[src/rtl/tpb_pkg.sv]
package tpb_pkg;

  // Strobes handed from the sequencer to the cell array each cycle.
  typedef struct packed {
    logic wrEn;     // a vector is accepted this cycle
    logic rowMode;  // 1: current window works along rows
    logic emit;     // the vector read this cycle belongs to a complete block
  } tpbStrobe_t;

  function automatic int unsigned stepWidth(input int unsigned lanes);
    return (lanes > 1) ? $clog2(lanes) : 1;
  endfunction

endpackage

[src/rtl/tpb_ctrl.sv]
module tpb_ctrl
  import tpb_pkg::*;
#(
  parameter int unsigned LANES = 4,
  parameter int unsigned SW    = stepWidth(LANES)
) (
  input  logic          clk,
  input  logic          rstN,
  input  logic          inValid,
  output tpbStrobe_t    strobe,
  output logic [SW-1:0] stepIdx
);

  localparam logic [SW-1:0] LAST_STEP = SW'(LANES - 1);

  logic [SW-1:0] stepQ;
  logic          modeQ;
  logic          primedQ;
  logic          wrapNow;

  assign wrapNow = inValid && (stepQ == LAST_STEP);

  always_ff @(posedge clk or negedge rstN) begin
    if (!rstN) begin
      stepQ   <= '0;
      modeQ   <= 1'b0;
      primedQ <= 1'b0;
    end else if (inValid) begin
      if (wrapNow) begin
        stepQ   <= '0;
        modeQ   <= ~modeQ;
        primedQ <= 1'b1;
      end else begin
        stepQ <= stepQ + SW'(1);
      end
    end
  end

  always_comb begin
    strobe.wrEn    = inValid;
    strobe.rowMode = modeQ;
    strobe.emit    = inValid && primedQ;
  end

  assign stepIdx = stepQ;

endmodule

[src/rtl/tpb_array.sv]
module tpb_array
  import tpb_pkg::*;
#(
  parameter int unsigned LANES = 4,
  parameter int unsigned DW    = 16,
  parameter int unsigned SW    = stepWidth(LANES)
) (
  input  logic                clk,
  input  logic                rstN,
  input  tpbStrobe_t          strobe,
  input  logic [SW-1:0]       stepIdx,
  input  logic [LANES*DW-1:0] inVec,
  output logic                outValid,
  output logic [LANES*DW-1:0] outVec,
  output logic                outRowMode
);

  localparam int unsigned CANDS = 2 * LANES - 1;
  localparam int unsigned XW    = (CANDS > 1) ? $clog2(CANDS) : 1;

  logic [DW-1:0] cellQ    [LANES][LANES];
  logic [DW-1:0] cellNext [LANES][LANES];
  logic          cellHit  [LANES][LANES];
  logic [DW-1:0] laneRd   [LANES];
  logic [LANES*DW-1:0] rdFlat;

  // Write side: each cell picks its row-wise or column-wise source.
  always_comb begin
    for (int r = 0; r < LANES; r++) begin
      for (int c = 0; c < LANES; c++) begin
        if (strobe.rowMode) begin
          cellHit[r][c]  = strobe.wrEn && (stepIdx == SW'(r));
          cellNext[r][c] = inVec[c*DW +: DW];
        end else begin
          cellHit[r][c]  = strobe.wrEn && (stepIdx == SW'(c));
          cellNext[r][c] = inVec[r*DW +: DW];
        end
      end
    end
  end

  always_ff @(posedge clk or negedge rstN) begin
    if (!rstN) begin
      for (int r = 0; r < LANES; r++)
        for (int c = 0; c < LANES; c++)
          cellQ[r][c] <= '0;
    end else begin
      for (int r = 0; r < LANES; r++)
        for (int c = 0; c < LANES; c++)
          if (cellHit[r][c]) cellQ[r][c] <= cellNext[r][c];
    end
  end

  // Read side: lane i selects among the cells of row i and column i,
  // the diagonal cell appearing once.
  for (genvar i = 0; i < LANES; i++) begin : gLane
    logic [DW-1:0] cand [CANDS];
    logic [XW-1:0] selIdx;

    for (genvar j = 0; j < LANES; j++) begin : gRowSrc
      assign cand[j] = cellQ[i][j];
    end

    for (genvar r = 0; r < LANES; r++) begin : gColSrc
      if (r < i) begin : gAbove
        assign cand[LANES + r] = cellQ[r][i];
      end else if (r > i) begin : gBelow
        assign cand[LANES + r - 1] = cellQ[r][i];
      end
    end

    always_comb begin
      if (!strobe.rowMode) begin
        selIdx = XW'(stepIdx);
      end else if (stepIdx == SW'(i)) begin
        selIdx = XW'(i);
      end else if (stepIdx < SW'(i)) begin
        selIdx = XW'(LANES) + XW'(stepIdx);
      end else begin
        selIdx = XW'(LANES) + XW'(stepIdx) - XW'(1);
      end
    end

    assign laneRd[i] = cand[selIdx];
  end

  always_comb begin
    for (int i = 0; i < LANES; i++) rdFlat[i*DW +: DW] = laneRd[i];
  end

  always_ff @(posedge clk or negedge rstN) begin
    if (!rstN) begin
      outVec     <= '0;
      outRowMode <= 1'b0;
      outValid   <= 1'b0;
    end else begin
      outValid <= strobe.emit;
      if (strobe.wrEn) begin
        outVec     <= rdFlat;
        outRowMode <= strobe.rowMode;
      end
    end
  end

endmodule

[src/rtl/xpose_buf.sv]
module xpose_buf
  import tpb_pkg::*;
#(
  parameter int unsigned LANES = 4,
  parameter int unsigned DW    = 16
) (
  input  logic                clk,
  input  logic                rstN,
  input  logic                inValid,
  input  logic [LANES*DW-1:0] inVec,
  output logic                outValid,
  output logic [LANES*DW-1:0] outVec,
  output logic                outRowMode
);

  localparam int unsigned SW = stepWidth(LANES);

  tpbStrobe_t    strobe;
  logic [SW-1:0] stepIdx;

  tpb_ctrl #(.LANES(LANES), .SW(SW)) ctrlI (
    .clk     (clk),
    .rstN    (rstN),
    .inValid (inValid),
    .strobe  (strobe),
    .stepIdx (stepIdx)
  );

  tpb_array #(.LANES(LANES), .DW(DW), .SW(SW)) arrI (
    .clk        (clk),
    .rstN       (rstN),
    .strobe     (strobe),
    .stepIdx    (stepIdx),
    .inVec      (inVec),
    .outValid   (outValid),
    .outVec     (outVec),
    .outRowMode (outRowMode)
  );

endmodule

[config.mk]
export PLATFORM = sky130hd
export DESIGN_NAME = xpose_buf
export DESIGN_NICKNAME = d
export VERILOG_FILES = /design/src/rtl/tpb_pkg.sv /design/src/rtl/tpb_ctrl.sv /design/src/rtl/tpb_array.sv /design/src/rtl/xpose_buf.sv
export SDC_FILE = /design/constraint.sdc
export NUM_CORES = 1
export LEC_CHECK = 0
export CAP_MARGIN = 5
export CORE_ASPECT_RATIO = 0.8
export CORE_MARGIN = 1.5
export CORE_UTILIZATION = 42
export DETAILED_ROUTE_END_ITERATION = 7
export GPL_ROUTABILITY_DRIVEN = 1
export GPL_TIMING_DRIVEN = 0
export PLACE_DENSITY = 0.65
export SLEW_MARGIN = 40
export SYNTH_ARGS = -nofsm -noshare
export SYNTH_HDL_FRONTEND = slang
export SYNTH_HIERARCHICAL = 1
export SYNTH_SLANG_ARGS = --single-unit
export TNS_END_PERCENT = 20
[constraint.sdc]
create_clock -name clk -period 3.8 [get_ports clk]
set_clock_uncertainty 0.2 [all_clocks]
set_input_delay 0.95 -clock clk [delete_from_list [all_inputs] [get_ports clk]]
set_output_delay 0.95 -clock clk [all_outputs]
set_load 0.01 [all_outputs]
==> run_summary.xml, run 1 <==
<?xml version="1.0" encoding="UTF-8"?>
<metrics>
  <group name="status">
    <metric name="status" unit="">finished clean</metric>
  </group>
  <group name="run">
    <metric name="cap_viol_max_count" unit="">0</metric>
  </group>
  <group name="yosys">
    <metric name="synth_compound_gate_area_share" unit="%">17.31</metric>
    <metric name="yosysSeqAreaShare" unit="%">50.21</metric>
    <metric name="yosysWarnings" unit="">6</metric>
    <metric name="number_of_flip_flops_and_latches_in_the_synthesized_netlist" unit="">326</metric>
    <metric name="synthDistinctLibCells" unit="">37</metric>
    <metric name="synthMuxAreaShare" unit="%">16.29</metric>
    <metric name="adder_cell_share_of_the_synthesized_area" unit="%">0.6931</metric>
    <metric name="cells_after_synth" unit="">1557</metric>
    <metric name="synthXorXnorAreaFrac" unit="%">0.05391</metric>
    <metric name="synth.cell_area" unit="mm2">0.01625</metric>
    <metric name="synth.net_count" unit="">1633</metric>
    <metric name="simple_gate_fraction_of_synth_area" unit="%">11.67</metric>
    <metric name="syn-mean-instance-area" unit="um2">10.43</metric>
    <metric name="synth_top_family_by_area" unit="">compound AO/OA/AOI/OAI gates</metric>
  </group>
  <group name="placed_design">
    <metric name="inst_count_dp" unit="">2188</metric>
    <metric name="dpl_cell_area" unit="mm2">0.01831</metric>
    <metric name="gp_congestion" unit="">0.9920</metric>
    <metric name="port_buffers" unit="">132</metric>
    <metric name="place_ws" unit="ps">-330.7</metric>
    <metric name="dp_hpwl" unit="um">53610</metric>
  </group>
  <group name="timing">
    <metric name="final_period_minus_worst_setup_slack" unit="ps">3786</metric>
    <metric name="final_min_period_over_clock_period" unit="%">99.62</metric>
    <metric name="worst_slew_margin_rel" unit="%">37.19</metric>
    <metric name="setup_violations" unit="">0</metric>
    <metric name="drv_slew" unit="">0</metric>
    <metric name="finalHoldWorstSlack" unit="ps">174.8</metric>
    <metric name="final_hold_violation_count" unit="">0</metric>
    <metric name="postLayoutSetupSlackWorst" unit="ps">14.30</metric>
    <metric name="fmaxAchievable" unit="MHz">264.2</metric>
    <metric name="setup_repair_after_global_routing_missed_its_margin" unit="">true</metric>
    <metric name="worst_slew_pin_slew" unit="ps">942.1</metric>
  </group>
  <group name="global_route">
    <metric name="global_route.usage.total" unit="%">35.39</metric>
    <metric name="first_pass_grt_wire_length" unit="um">99330</metric>
    <metric name="via_count_of_the_first_global_routing_pass" unit="">13507</metric>
    <metric name="grt_overflow" unit="">0</metric>
    <metric name="number_of_antenna_violations_at_the_first_check_in_global_routing" unit="">2</metric>
    <metric name="grt_max_degree" unit="">70</metric>
  </group>
  <group name="clock_tree">
    <metric name="cts.clk_slew.worst_paths" unit="ps">60</metric>
    <metric name="cts-buffers-inserted" unit="">37</metric>
    <metric name="cts_hold_buffers" unit="">0</metric>
    <metric name="clk-insertion-delay-late" unit="ps">550</metric>
    <metric name="cts_max_path_buffers" unit="">3</metric>
    <metric name="root_buffer" unit="">sky130_fd_sc_hd__clkbuf_16</metric>
    <metric name="cts_sinks" unit="">326</metric>
    <metric name="cts_tree" unit="">yes</metric>
    <metric name="cts_setup_buffers" unit="">0</metric>
    <metric name="cts_max_level" unit="">2</metric>
  </group>
  <group name="layout">
    <metric name="area_growth_syn_to_layout" unit="%">20.72</metric>
    <metric name="final_nets" unit="">1809</metric>
    <metric name="finish.cell_count_without_fillers" unit="">2253</metric>
    <metric name="final_cell_mix" unit="">326 x sky130_fd_sc_hd__dfrtp_1, 244 x sky130_fd_sc_hd__nor2_1, 201 x sky130_fd_sc_hd__nand2_1, 192 x sky130_fd_sc_hd__a31oi_1, 159 x sky130_fd_sc_hd__mux2_2</metric>
    <metric name="post_route_cells_drive_above_1_share" unit="%">18.38</metric>
    <metric name="finalInstanceArea" unit="mm2">0.01961</metric>
    <metric name="mostFrequentLayoutCell" unit="">sky130_fd_sc_hd__dfrtp_1</metric>
  </group>
  <group name="die">
    <metric name="initial_core_utilization" unit="%">42.53</metric>
    <metric name="core.rowCount" unit="">64</metric>
    <metric name="core_area" unit="mm2">0.03820</metric>
    <metric name="ios" unit="">133</metric>
    <metric name="die_width" unit="um">222.9</metric>
    <metric name="die_area" unit="mm2">0.03988</metric>
    <metric name="die_y" unit="um">178.9</metric>
  </group>
  <group name="routing">
    <metric name="average_wire_per_cell_in_the_routed_design" unit="um">31.20</metric>
    <metric name="drt-initial-drc-count" unit="">2164</metric>
    <metric name="routed_via_density" unit="">6.459</metric>
    <metric name="via_count" unit="">14553</metric>
    <metric name="antenna_violating_nets_post_route" unit="">0</metric>
    <metric name="drc_errors" unit="">0</metric>
    <metric name="total_wirelength_of_the_detailed_routed_design" unit="um">70290</metric>
    <metric name="drt-pass1-iter-count" unit="">6</metric>
  </group>
  <group name="critical_path">
    <metric name="critPathKind" unit="">flip-flop to flip-flop</metric>
    <metric name="timing.critical_path.arrival" unit="ps">3960</metric>
    <metric name="top_delay_family_on_crit_path" unit="">buffers and inverters</metric>
    <metric name="cpMaxStageDelayCell" unit="">sky130_fd_sc_hd__a221oi_1</metric>
    <metric name="critical_path.startpoint_type" unit="">flip-flop</metric>
    <metric name="timing.critical_path.buf_inv" unit="">3</metric>
    <metric name="critical_path.cell_chain" unit="">buf_2, inv_1, ha_1, mux2i_4, buf_2, mux2_2, a221oi_1, a211oi_1</metric>
    <metric name="worstPathMaxFanout" unit="">10</metric>
    <metric name="critical-path-max-stage-delay" unit="ps">720</metric>
    <metric name="worst_ep_required_time" unit="ps">3970</metric>
    <metric name="critical_path.most_common_cell" unit="">sky130_fd_sc_hd__buf_2</metric>
    <metric name="worstSetupEndpointType" unit="">flip-flop</metric>
  </group>
  <group name="power_and_ir_drop">
    <metric name="worst_supply_voltage_drop_on_vdd" unit="uV">530.3</metric>
    <metric name="power_per_cell_area" unit="mW/mm2">1153</metric>
    <metric name="p_leak" unit="nW">7.936</metric>
  </group>
  <group name="worst_hold_path">
    <metric name="hold_class" unit="">primary input to asynchronous set/reset pin</metric>
  </group>
</metrics>
==> state kept, by name, summed over array words and instances (netlist names) <==
register and cells:
arrI/outValid 1, ctrlI/stepIdx 2, arrI/outRowMode 1, arrI/outVec 64, ctrlI/modeQ 1, ctrlI/primedQ 1, arrI/cellQ 256
==> worst paths after layout <==
kind | start | end | slack [ps] | cells past startpoint
min | rstN | arrI/cellQ[248]$_DFFE_PN0P_ | 170 | 1
max reg2reg | ctrlI/stepIdx[0]$_DFFE_PN0P_ | arrI/outVec[9]$_DFFE_PN0P_ | 10 | 8
min in group clk | ctrlI/primedQ$_DFFE_PN0P_ | ctrlI/primedQ$_DFFE_PN0P_ | 260 | 1
max | ctrlI/stepIdx[0]$_DFFE_PN0P_ | arrI/outVec[9]$_DFFE_PN0P_ | 10 | 8
min reg2reg | ctrlI/primedQ$_DFFE_PN0P_ | ctrlI/primedQ$_DFFE_PN0P_ | 260 | 1
max in group asynchronous | rstN | arrI/cellQ[95]$_DFFE_PN0P_ | 1770 | 4
==> logic make-up after synthesis <==
group | count (synthesis)
fa+ha+maj | 9
compound gates | 398
simple gates | 480
flops | 326
buf+inv | 125
mux | 218
xor+xnor | 1
==> report_power, final <==
group / switching [mW] / internal (mW) / leakage (nW)
Sequential: 1.61 / 5.28 / 3.68
Combinational: 7.08 / 4.85 / 3.65
Clock: 1.52 / 2.27 / 0.613
==> cell usage after synthesis <==
cell type,n,area share [%]
sky130_fd_sc_hd__clkinv_1,1,0.023
sky130_fd_sc_hd__inv_1,2,0.046
sky130_fd_sc_hd__mux2i_4,4,0.55
sky130_fd_sc_hd__o21ai_1,1,0.031
sky130_fd_sc_hd__mux4_2,16,2.2
sky130_fd_sc_hd__mux2_4,1,0.092
sky130_fd_sc_hd__a32o_1,32,2.0
sky130_fd_sc_hd__nand2b_1,2,0.077
sky130_fd_sc_hd__nor2b_1,7,0.27
sky130_fd_sc_hd__a211oi_1,38,1.8
sky130_fd_sc_hd__and3_1,16,0.62
sky130_fd_sc_hd__a221oi_1,48,2.6
sky130_fd_sc_hd__mux2i_2,1,0.085
sky130_fd_sc_hd__nand2_1,201,4.6
sky130_fd_sc_hd__nor2_2,1,0.039
sky130_fd_sc_hd__mux2_1,5,0.35
sky130_fd_sc_hd__ha_1,9,0.69
sky130_fd_sc_hd__a31oi_1,192,7.4
sky130_fd_sc_hd__mux2_2,159,11
sky130_fd_sc_hd__o22ai_1,32,1.2
sky130_fd_sc_hd__buf_4,10,0.46
sky130_fd_sc_hd__nand3b_1,1,0.046
sky130_fd_sc_hd__clkbuf_1,46,1.1
sky130_fd_sc_hd__o21a_1,12,0.55
sky130_fd_sc_hd__a211oi_2,10,0.77
sky130_fd_sc_hd__mux2i_1,32,2.0
sky130_fd_sc_hd__buf_12,1,0.12
sky130_fd_sc_hd__a21oi_1,33,1.0
sky130_fd_sc_hd__nor2_1,245,5.7
sky130_fd_sc_hd__and2_1,5,0.19
sky130_fd_sc_hd__buf_2,36,1.1
sky130_fd_sc_hd__dfrtp_1,326,50
sky130_fd_sc_hd__buf_6,6,0.42
sky130_fd_sc_hd__buf_1,23,0.53
sky130_fd_sc_hd__nor3b_2,1,0.077
sky130_fd_sc_hd__xnor2_1,1,0.054
sky130_fd_sc_hd__and2_2,1,0.046
==> timing repair <==
item / 4_1_cts / 5_1_grt
endpoints found under the setup margin: 18 / 55
gates cloned: 0 / 0
gates resized for setup: 5 / 9
==> worst reg2reg max path, delay by kind of cell, from the launching register on <==
kind / cells / cell delay, ps
fa+ha+maj: 1 / 320
buf+inv: 3 / 920
mux: 2 / 840
flops: 1 / 540
compound gates: 2 / 800
==> metrics by stage <==
stage | setup TNS (ps) | util [%] | total power, mW
2_1_floorplan | 0 | - | 13.50
6_report | 0 | 51.35 | 22.61
3_3_place_gp | -4258900 | 47.62 | 18.01
5_1_grt | -0.9495 | 51.34 | 23.47
3_5_place_dp | -12030 | 47.93 | 18.19
4_1_cts | 0 | 51.23 | 22.01
==> area by class of cell <==
class                           count  area, um2
Antenna cell                        1      2.502
Fill cell                        3404      18580
Multi-Input combinational cell   1106       7522
Tap cell                          495      619.3
Inverter                            3      11.26
Sequential cell                   326       8158
Buffer                            122      613.1
Timing Repair Buffer              137       1441
Clock inverter                      7      138.9
Clock buffer                       56       1107
==> layer usage <==
metal  vias up  GRT usage, %  routed length [um]
li1       6128             -                   -
met1      7213         51.89               30780
met2      1079         46.93               27060
met3       131         15.91               10880
met4         2         7.993                1556
met5         -             0                  13
No activity file was read; power rests on OpenSTA's default activity.
==> run 2: changes to the inputs <==
- ABC_CLOCK_PERIOD_IN_PS: unset -> 3800
- CORE_ASPECT_RATIO: 0.8 -> 1.2
==> run 2 against run 1 <==
  * Sequential power is 2% lower
  * Core utilization up 0.40 points
  * Design area up 0.17%
  * Largest cell class unchanged
  * Highest routed layer is now met4
  * Power is 2.6% lower
  * Flip-flop and latch count unchanged
  * Final cell count fell by 0.40%
  * Clock-buffer cell count up 4
  * First-iteration DRC count down 43%
  * Wire length shrank 4.6%
  * Die area is essentially flat
  * Maximum frequency is 2.0% higher
==> run_summary.xml, run 2 (synthesis gave the netlist of run 1 again) <==
<?xml version="1.0" encoding="UTF-8"?>
<metrics>
  <group name="status">
    <metric name="status" unit="">finished clean</metric>
  </group>
  <group name="timing">
    <metric name="setup_repair_after_global_routing_missed_its_margin" unit="">false</metric>
    <metric name="drv_slew" unit="">0</metric>
    <metric name="worst_slew_pin_slew" unit="ps">853.8</metric>
    <metric name="final_hold_violation_count" unit="">0</metric>
    <metric name="setup_violations" unit="">0</metric>
    <metric name="worst_slew_margin_rel" unit="%">43.08</metric>
    <metric name="fmaxAchievable" unit="MHz">269.4</metric>
    <metric name="final_period_minus_worst_setup_slack" unit="ps">3711</metric>
    <metric name="finalHoldWorstSlack" unit="ps">90.84</metric>
    <metric name="final_min_period_over_clock_period" unit="%">97.67</metric>
  </group>
  <group name="global_route">
    <metric name="first_pass_grt_wire_length" unit="um">96220</metric>
    <metric name="number_of_antenna_violations_at_the_first_check_in_global_routing" unit="">0</metric>
    <metric name="via_count_of_the_first_global_routing_pass" unit="">14559</metric>
    <metric name="grt_overflow" unit="">0</metric>
    <metric name="global_route.usage.total" unit="%">33.87</metric>
    <metric name="grt_max_degree" unit="">60</metric>
  </group>
  <group name="layout">
    <metric name="n_antenna_cell" unit="">0</metric>
    <metric name="finalInstanceArea" unit="mm2">0.01965</metric>
    <metric name="n_fill_cell" unit="">3527</metric>
    <metric name="seq_area" unit="mm2">0.008158</metric>
    <metric name="final_nets" unit="">1813</metric>
    <metric name="area_growth_syn_to_layout" unit="%">20.93</metric>
    <metric name="final_cell_mix" unit="">326 x sky130_fd_sc_hd__dfrtp_1, 244 x sky130_fd_sc_hd__nor2_1, 201 x sky130_fd_sc_hd__nand2_1, 192 x sky130_fd_sc_hd__a31oi_1, 159 x sky130_fd_sc_hd__mux2_2</metric>
    <metric name="mostFrequentLayoutCell" unit="">sky130_fd_sc_hd__dfrtp_1</metric>
    <metric name="multiInputGateArea" unit="mm2">0.007575</metric>
    <metric name="top_register" unit="">arrI/cellQ</metric>
    <metric name="largest_reg_flops" unit="">256</metric>
    <metric name="post_route_cells_drive_above_1_share" unit="%">18.71</metric>
  </group>
  <group name="placed_design">
    <metric name="port_buffers" unit="">132</metric>
    <metric name="dp_hpwl" unit="um">53260</metric>
    <metric name="dpl_cell_area" unit="mm2">0.01833</metric>
    <metric name="gp_congestion" unit="">1.006</metric>
  </group>
  <group name="power_and_ir_drop">
    <metric name="p_leak" unit="nW">7.945</metric>
    <metric name="power_per_cell_area" unit="mW/mm2">1120</metric>
    <metric name="worst_supply_voltage_drop_on_vdd" unit="uV">429.7</metric>
  </group>
  <group name="die">
    <metric name="die_y" unit="um">218.5</metric>
    <metric name="ios" unit="">133</metric>
    <metric name="initial_core_utilization" unit="%">42.80</metric>
    <metric name="core.rowCount" unit="">78</metric>
    <metric name="die_width" unit="um">182.5</metric>
    <metric name="die_area" unit="mm2">0.03988</metric>
    <metric name="core_area" unit="mm2">0.03796</metric>
  </group>
  <group name="routing">
    <metric name="drc_errors" unit="">0</metric>
    <metric name="drt-pass1-iter-count" unit="">5</metric>
    <metric name="antenna_violating_nets_post_route" unit="">0</metric>
    <metric name="routed_via_density" unit="">6.341</metric>
    <metric name="via_count" unit="">14230</metric>
    <metric name="total_wirelength_of_the_detailed_routed_design" unit="um">67030</metric>
    <metric name="average_wire_per_cell_in_the_routed_design" unit="um">29.87</metric>
    <metric name="drt-initial-drc-count" unit="">1242</metric>
  </group>
  <group name="clock_tree">
    <metric name="cts_max_path_buffers" unit="">3</metric>
    <metric name="clk-insertion-delay-late" unit="ps">550</metric>
    <metric name="cts_tree" unit="">yes</metric>
    <metric name="cts-buffers-inserted" unit="">37</metric>
    <metric name="root_buffer" unit="">sky130_fd_sc_hd__clkbuf_16</metric>
    <metric name="cts_hold_buffers" unit="">0</metric>
    <metric name="cts.clk_slew.worst_paths" unit="ps">60</metric>
    <metric name="cts_max_level" unit="">2</metric>
    <metric name="cts_sinks" unit="">326</metric>
  </group>
  <group name="run">
    <metric name="cap_viol_max_count" unit="">0</metric>
  </group>
  <group name="critical_path">
    <metric name="r2r_start" unit="">ctrlI/stepIdx[1]$_DFFE_PN0P_</metric>
    <metric name="timing.critical_path.arrival" unit="ps">3900</metric>
    <metric name="worstPathMaxFanout" unit="">13</metric>
    <metric name="worst_r2r_endpoint" unit="">arrI/outVec[27]$_DFFE_PN0P_</metric>
    <metric name="critPathKind" unit="">flip-flop to flip-flop</metric>
    <metric name="worstRegToRegCells" unit="">9</metric>
    <metric name="critical_path.startpoint_type" unit="">flip-flop</metric>
    <metric name="worstSetupEndpointType" unit="">flip-flop</metric>
    <metric name="worst_ep_required_time" unit="ps">3990</metric>
    <metric name="worst_setup_path_startpoint" unit="">ctrlI/stepIdx[1]$_DFFE_PN0P_</metric>
    <metric name="setup_slack_of_the_worst_register_to_register_path" unit="ps">90</metric>
    <metric name="timing.critical_path.to" unit="">arrI/outVec[27]$_DFFE_PN0P_</metric>
  </group>
  <group name="worst_hold_path">
    <metric name="hold_class" unit="">primary input to asynchronous set/reset pin</metric>
  </group>
</metrics>
-- run 2: changes by cell type in the layout (fill, tap and decap cells not counted), moves of 2 or more --
cell and delta:
sky130_fd_sc_hd__a221oi_1 -4, sky130_fd_sc_hd__clkinv_8 +2, sky130_fd_sc_hd__clkbuf_2 -2, sky130_fd_sc_hd__clkbuf_4 +3, sky130_fd_sc_hd__buf_2 -3, sky130_fd_sc_hd__a221oi_2 +3
sky130_fd_sc_hd__clkbuf_1 +5, sky130_fd_sc_hd__bufinv_16 -4
-- run 2: how the worst min path moves through the flow --
stage | start | to | slack (ps) | depth (start not counted)
finish | rstN | arrI/outVec[35]$_DFFE_PN0P_ | 90 | 1
global route | rstN | arrI/outVec[33]$_DFFE_PN0P_ | 100 | 1
CTS | rstN | arrI/outVec[33]$_DFFE_PN0P_ | 100 | 1
detailed placement | ctrlI/primedQ$_DFFE_PN0P_ | ctrlI/primedQ$_DFFE_PN0P_ | 250 | 1
global placement | ctrlI/primedQ$_DFFE_PN0P_ | ctrlI/primedQ$_DFFE_PN0P_ | 250 | 1
floorplan | ctrlI/primedQ$_DFFE_PN0P_ | ctrlI/primedQ$_DFFE_PN0P_ | 230 | 1
-- run 2: cell type report --
| type | instances | share of cell area (%) |
|---|---|---|
| Inverter | 3 | 0.05731 |
| Clock buffer | 60 | 5.763 |
| Multi-Input combinational cell | 1107 | 38.55 |
| Clock inverter | 6 | 0.2866 |
| Timing Repair Buffer | 140 | 7.629 |
| Tap cell | 480 | 3.057 |
| Buffer | 122 | 3.133 |
| Sequential cell | 326 | 41.52 |
-- run 2: per-stage QoR --
stage / power [mW] / worst slack [ps] / std cells / setup TNS [ps] / util, %
finish: 22.02 / 88.58 / 2244 / 0 / 51.75
floorplan: 13.50 / 874.2 / 1557 / 0 / -
global route: 23.01 / 52.18 / 2244 / 0 / 51.75
detailed placement: 18.06 / -295.4 / 2175 / -15030 / 48.29
CTS: 21.69 / 45.42 / 2241 / 0 / 51.61
global placement: 17.85 / -13070 / 2169 / -4263260 / 47.86
-- run 2: critical path: stages (launching register included) --
cell,delay (ps)
sky130_fd_sc_hd__dfrtp_1,500
sky130_fd_sc_hd__buf_2,300
sky130_fd_sc_hd__clkinv_1,280
sky130_fd_sc_hd__buf_2,310
sky130_fd_sc_hd__ha_1,400
sky130_fd_sc_hd__mux2i_4,360
sky130_fd_sc_hd__clkbuf_4,330
sky130_fd_sc_hd__mux2_2,360
sky130_fd_sc_hd__a221oi_2,440
sky130_fd_sc_hd__a211oi_2,60
-- run 2: repair_timing --
item | 4_1_cts | 5_1_grt
resized for setup | 12 | 9
gates cloned | 0 | 1
setup buffers | 0 | 2
setup endpoints to repair | 11 | 13
-- run 2: power breakdown --
part	leakage [nW]	switching [mW]	internal [mW]
Sequential	3.68	1.45	5.28
Combinational	3.68	6.83	4.91
Clock	0.585	1.51	2.04
Total	7.94	9.78	12.2
-- run 2: routing by layer --
metal  vias to the layer above  part of all wire (%)  track usage, %
met2                       682                    48           56.86
met5                         -                     0               0
met4                         0                    10           29.78
met3                       243                   5.3           4.283
met1                      7172                    36           38.08
li1                       6133                     -               -
